### config.mk
export PLATFORM = sky130hd
export DESIGN_NAME = dma_chan_ctrl
export DESIGN_NICKNAME = d
export VERILOG_FILES = /design/src/rtl/dma_chan_ctrl.sv
export SDC_FILE = /design/constraint.sdc
export NUM_CORES = 1
export LEC_CHECK = 0
export BUFFER_PORTS_ARGS = -buffer_cell sky130_fd_sc_hd__buf_2
export CAP_MARGIN = 20
export CORE_ASPECT_RATIO = 1.75
export CORE_MARGIN = 5
export CORE_UTILIZATION = 40
export CTS_CLUSTER_SIZE = 14
export DETAILED_ROUTE_END_ITERATION = 8
export PLACE_DENSITY = 0.95
export SLEW_MARGIN = 20
export SYNTH_ARGS = -nofsm -noshare
export SYNTH_HDL_FRONTEND = slang
export SYNTH_SLANG_ARGS = --single-unit
### constraint.sdc
create_clock -name clk -period 2.49 [get_ports clk]
set_input_delay 0.3735 -clock clk [delete_from_list [all_inputs] [get_ports clk]]
set_output_delay 0.3735 -clock clk [all_outputs]
set_load 0.1 [all_outputs]
### src/rtl/dma_chan_ctrl.sv
module dma_chan_ctrl #(
  parameter int DW   = 32,
  parameter int NEVT = 7
) (
  input  logic            clk,
  input  logic            rst_n,
  input  logic            wr_en,
  input  logic [DW-1:0]   wr_data,
  output logic [DW-1:0]   rd_data,
  input  logic [NEVT-1:0] evt,
  input  logic [NEVT-1:0] flag_clr,
  output logic            ch_en,
  output logic            ch_susp,
  output logic            step_mode,
  output logic            link_port,
  output logic [1:0]      prio,
  output logic [NEVT-1:0] irq_en,
  output logic            ch_rst,
  output logic [NEVT-1:0] irq
);
  localparam int B_EN = 0, B_RST = 1, B_SUSP = 2, B_IE = 8, B_STEP = 16, B_PORT = 17, B_PRIO = 18;
  localparam logic [NEVT-1:0] STOP_MASK = NEVT'(7'b0011101);
  localparam int EV_SUSP = 5;

  logic [NEVT-1:0] flags;
  logic susp_ack, rst_pend;

  wire wr_ctl   = wr_en && !wr_data[B_RST];
  wire rst_req  = wr_en && wr_data[B_RST];
  wire idle     = !ch_en || susp_ack;
  wire rst_fire = (rst_req || rst_pend) && idle;
  wire hw_stop  = |(evt & STOP_MASK);

  always_ff @(posedge clk or negedge rst_n) begin
    if (!rst_n) begin
      ch_en <= 1'b0; ch_susp <= 1'b0; susp_ack <= 1'b0; rst_pend <= 1'b0; ch_rst <= 1'b0;
    end else begin
      ch_rst   <= rst_fire;
      rst_pend <= rst_fire ? 1'b0 : (rst_pend || rst_req);
      if (rst_fire || hw_stop)             ch_en <= 1'b0;
      else if (wr_ctl && wr_data[B_EN])    ch_en <= 1'b1;
      if (rst_fire)                        ch_susp <= 1'b0;
      else if (wr_ctl)                     ch_susp <= wr_data[B_SUSP];
      if (rst_fire || (wr_ctl && !wr_data[B_SUSP]) || !ch_susp) susp_ack <= 1'b0;
      else if (evt[EV_SUSP])               susp_ack <= 1'b1;
    end
  end

  always_ff @(posedge clk or negedge rst_n) begin
    if (!rst_n) begin
      step_mode <= 1'b0; link_port <= 1'b0; prio <= 2'd0; irq_en <= '0;
    end else if (wr_en) begin
      irq_en <= wr_data[B_IE +: NEVT];
      if (!ch_en) begin
        step_mode <= wr_data[B_STEP];
        link_port <= wr_data[B_PORT];
        prio      <= wr_data[B_PRIO +: 2];
      end
    end
  end

  always_ff @(posedge clk or negedge rst_n) begin
    if (!rst_n) flags <= '0;
    else        flags <= (flags & ~flag_clr) | evt;
  end

  assign irq = flags & irq_en;

  always_comb begin
    rd_data = '0;
    rd_data[B_EN]          = ch_en;
    rd_data[B_SUSP]        = ch_susp;
    rd_data[B_IE +: NEVT]  = irq_en;
    rd_data[B_STEP]        = step_mode;
    rd_data[B_PORT]        = link_port;
    rd_data[B_PRIO +: 2]   = prio;
  end

  AST_EN_NEEDS_WRITE: assert property (@(posedge clk) disable iff (!rst_n)
    $rose(ch_en) |-> $past(wr_en && wr_data[B_EN] && !wr_data[B_RST]));
  AST_STOP_CLEARS_EN: assert property (@(posedge clk) disable iff (!rst_n)
    hw_stop |=> !ch_en);
  AST_RST_ONE_CYCLE: assert property (@(posedge clk) disable iff (!rst_n)
    ch_rst |=> !ch_rst);
  AST_RST_LEAVES_IDLE: assert property (@(posedge clk) disable iff (!rst_n)
    ch_rst |-> (!ch_en && !ch_susp));
  AST_RST_FROM_IDLE: assert property (@(posedge clk) disable iff (!rst_n)
    ch_rst |-> $past(!ch_en || susp_ack));
  AST_ACK_NEEDS_SUSP: assert property (@(posedge clk) disable iff (!rst_n)
    $rose(susp_ack) |-> $past(ch_susp && evt[EV_SUSP]));
  AST_CFG_LOCKED: assert property (@(posedge clk) disable iff (!rst_n)
    ch_en |=> ($stable(prio) && $stable(step_mode) && $stable(link_port)));
  AST_IRQ_STICKY: assert property (@(posedge clk) disable iff (!rst_n)
    1'b1 |=> (($past(irq) & ~$past(flag_clr) & irq_en) & ~irq) == '0);
endmodule

-- Word level (Yosys, flattened, before mapping)
Cells that the tools add are included.
- register bits after elaboration: 23
- bits of input ports: 49
- logic and storage cells: 41
- bitwise gates (word level): 5
- multiplexer cells: 7
- reduce and logical (&&, ||, !) cells: 19
- operators with widths (kind ; count):
    $and A7 B7 Y7 ; 2
    $mux W1 ; 7
    $not A7 Y7 ; 1
    $or A7 B7 Y7 ; 1
    $reduce_bool A2 Y1 ; 3
    $logic_and A1 B1 Y1 ; 5
    $logic_or A1 B1 Y1 ; 5
    $logic_not A1 Y1 ; 4
    $reduce_or A4 Y1 ; 1
    $reduce_and A2 Y1 ; 1
    $not A1 Y1 ; 1

-- Logic depth before layout (Yosys ltp)
- word-level depth: 6
- depth in mapped cells: 4
- mapped depth without buffers: 3

-- Worst setup path before layout
Ideal clock, no wire load.
- kind: register -> output
- from: reg irq_en[0]
- to: out irq[0]
- path buffers: 0
- arrival time: 1795 ps
- data required time: 2117 ps
- slack: 322 ps
- stages on the path, launching flop included: 2
- cell sequence: dfrtp_1 -> and2_1
- cells in the longest elaborated chain, start to end: 1
- RTL lines (element ; RTL line ; RTL):
    start, declared ; 17 ; output logic [NEVT-1:0] irq_en,
    start signal, assigned ; 53 ; irq_en <= wr_data[B_IE +: NEVT];
    $and A7 B7 Y7 ; 67 ; assign irq = flags & irq_en;
    end, declared ; 19 ; output logic [NEVT-1:0] irq
Every way passes these cells.

-- Worst setup path in the final report
- from: reg ch_en
- to: out ch_en
- RTL lines (element ; RTL line ; RTL):
    start, declared ; 12 ; output logic ch_en,
    start signal, assigned ; 36 ; ch_en <= 1'b0; ch_susp <= 1'b0; susp_ack <= 1'b0; rst_pend <= 1'b0; ch_rst <= 1'b0;
    start signal, assigned ; 40 ; if (rst_fire || hw_stop) ch_en <= 1'b0;
    start signal, assigned ; 41 ; else if (wr_ctl && wr_data[B_EN]) ch_en <= 1'b1;
No word-level cell between the ends.

==> metrics.yaml <==
synthesis:
  netlist_instances: 103
  synth.yosys.seq_area_share_pct: 48.94
  synth_largest_area_cell: "dfrtp_1"
  synth-seq-cells: 23
  synthTopCellsByCount: "32 x buf_4, 23 x dfrtp_1, 11 x mux2_2, 9 x inv_1, 7 x and2_1"
  synth_top_area_share_pct: 48.94
  synth.top_cells.by_area: "dfrtp_1 49%, buf_4 20%, mux2_2 11%, a21o_1 3.8%, and2_1 3.7%"
  yosysWarnings: 0
  synthArstFlopShare_pct: 100.0
  synth-edff-count: 0
  synth_area_um2: 1176
  syn_area_per_cell_um2: 11.42
  synth_cell_types: 20
  post-synth-top-count-cell: "buf_4"
  synth_ff_type: "dfrtp_1"
worst_setup_path:
  cp-end-kind: "primary output"
  cp_top_family: "buffers and inverters"
  arrival_ps: 1200
  path_cells: "buf_2"
  rr_startpoint: "ch_en$_DFFE_PN0P_"
  cpPeakStageDelay_ps: 480
  cp.required_ps: 2120
  crit_type: "reg2out"
  rr_worst_depth: 2
  reg2reg_setup_slack_ps: 1340
  path_max_fanout: 6
  cp-start-kind: "flop"
  crit_slowest_cell: "buf_2"
  r2r-end: "prio[0]$_DFFE_PN0P_"
  crit_buf_inv: 1
run:
  cap_violations: 0
clock_tree:
  root_buffer: "clkbuf_8"
  htree_levels: 1
  ctsLongestPathBuffers: 2
  ctsHoldBuffers: 0
  clk-insertion-delay-late_ps: 260
  post_cts_resized: 0
  post_cts_buffers: 0
  cts_tree: "done"
  numCtsBuffers: 3
  clk_pin_slew_worst_paths_ps: 80
  clock-sinks: 23
sta:
  hold_viol_final: 0
  worst_slew_pin_slew_ps: 504.8
  rsz0062_at_grt: "false"
  fin_crit_sh_pct: 63.12
  clock_skew_ps: 3.257
  report.final.slew_viol_count: 0
  setup_viol: 0
  max_slew_margin_pct: 66.35
  max_freq_ghz: 0.6363
  min_period_ps: 1572
  worst_slack_ps: 918.3
  fin_setup_tns_ps: 0
placed_design:
  dp_slack_ps: 1076
  port_buffers: 64
  place_congestion: 0.7246
  place_hpwl_mm: 2.004
final_layout:
  nets: 206
  final.fill_count: 274
  area_delta_synth_final_pct: 18.40
  drive_gt1_share_pct: 53.21
  diodes: 0
grt:
  antenna_found_initial: 0
  grt_pass1_vias: 818
  grt_pass1_wl_mm: 3.636
  grt-ovfl-total: 0
  grtUsageTotal_pct: 11.35
  grt_max_degree: 24
drt:
  viasPerCell: 4.408
  num_vias: 811
  wl_per_cell_um: 12.89
  routed_wl_mm: 2.371
  drt-initial-drc-count: 7
  drc: 0
  dr.pass1.iters: 3
  ant_nets: 0
floorplanning:
  io_pins: 102
  fp.dieH_um: 81.74
  die_width_um: 50.99
  coreArea_um2: 2863
  initial_utilization_pct: 41.08
  num_rows: 26
  die-area_um2: 4168
pwr:
  max-vdd-ir-drop_uv: 411.6
  p_per_area_nw_per_um2: 931.9
  p_leak_nw: 0.7889
status:
  status: "finished, final reports clean"
min_path:
  hold_path_class: "in2async"
cells in the final DEF (no fill, tap or decap), types with 2 or more instances in the layout:
master	instances
conb_1	19
inv_1	9
nor2_1	2
and2_1	7
buf_2	64
dfrtp_1	23
mux2_2	11
a21o_1	6
clkbuf_8	3
logic make-up after synthesis:
logic type | count (synthesis) | share of synthesized area [%]
other | 1 | 0.3188
buffers and inverters | 42 | 24.26
flip-flops | 23 | 48.94
multiplexers | 12 | 11.38
AND/OR/NAND/NOR | 14 | 8.086
AO/OA/AOI/OAI | 11 | 7.021
flip-flops by register name, indices dropped and copies added, names as in the netlist:
register / cells
step_mode: 1
rst_pend: 1
ch_en: 1
link_port: 1
irq_en: 7
ch_susp: 1
flags: 7
susp_ack: 1
ch_rst: 1
prio: 2
per-layer routing:
| metal | track usage, % | wire length [µm] | vias to the layer above | share of wire [%] |
|---|---|---|---|---|
| met5 | 0 | 0 | - | 0 |
| met4 | 5.371 | 16 | 0 | 0.67 |
| met3 | 2.178 | 217 | 2 | 9.2 |
| met2 | 22.51 | 1388 | 43 | 59 |
| met1 | 10.46 | 749 | 380 | 32 |
| li1 | - | - | 386 | - |
layout make-up:
| class | instances | area (µm²) | area share, % |
|---|---|---|---|
| Inverter | 9 | 33.78 | 2.426 |
| Multi-Input combinational cell | 56 | 382.9 | 27.49 |
| Sequential cell | 23 | 575.6 | 41.33 |
| Clock buffer | 4 | 45.04 | 3.234 |
| Tap cell | 28 | 35.03 | 2.516 |
| Timing Repair Buffer | 64 | 320.3 | 23.00 |
stage by stage:
step	area [µm²]	utilization [%]	cells	power (W)	hold slack, ps
2_1_floorplan	1244	-	121	0.001042	77.91
3_3_place_gp	1348	47.07	180	0.001079	375.7
3_5_place_dp	1348	47.07	180	0.001084	377.1
4_1_cts	1393	48.65	184	0.001311	93.09
5_1_grt	1393	48.65	184	0.001347	113.4
6_report	1393	48.65	184	0.001298	73.88
where the power goes:
| group | total [W] | internal, W | leakage, nW | switching [W] |
|---|---|---|---|---|
| Sequential | 0.000421 | 0.000402 | 0.272 | 0.0000189 |
| Combinational | 0.000651 | 0.0000823 | 0.495 | 0.000569 |
| Clock | 0.000225 | 0.000114 | 0.0228 | 0.000111 |
worst max path at each step:
stage,from,endpoint,cells past startpoint
global placement,wr_en,prio[0]$_DFFE_PN0P_,3
floorplan,irq_en[0]$_DFFE_PN0P_,irq[0],1
global route,irq_en[1]$_DFFE_PN0P_,irq[1],2
finish,ch_en$_DFFE_PN0P_,ch_en,1
detailed placement,wr_en,link_port$_DFFE_PN0P_,3
CTS,ch_en$_DFFE_PN0P_,ch_en,1
(Power assumes the default switching activity.)
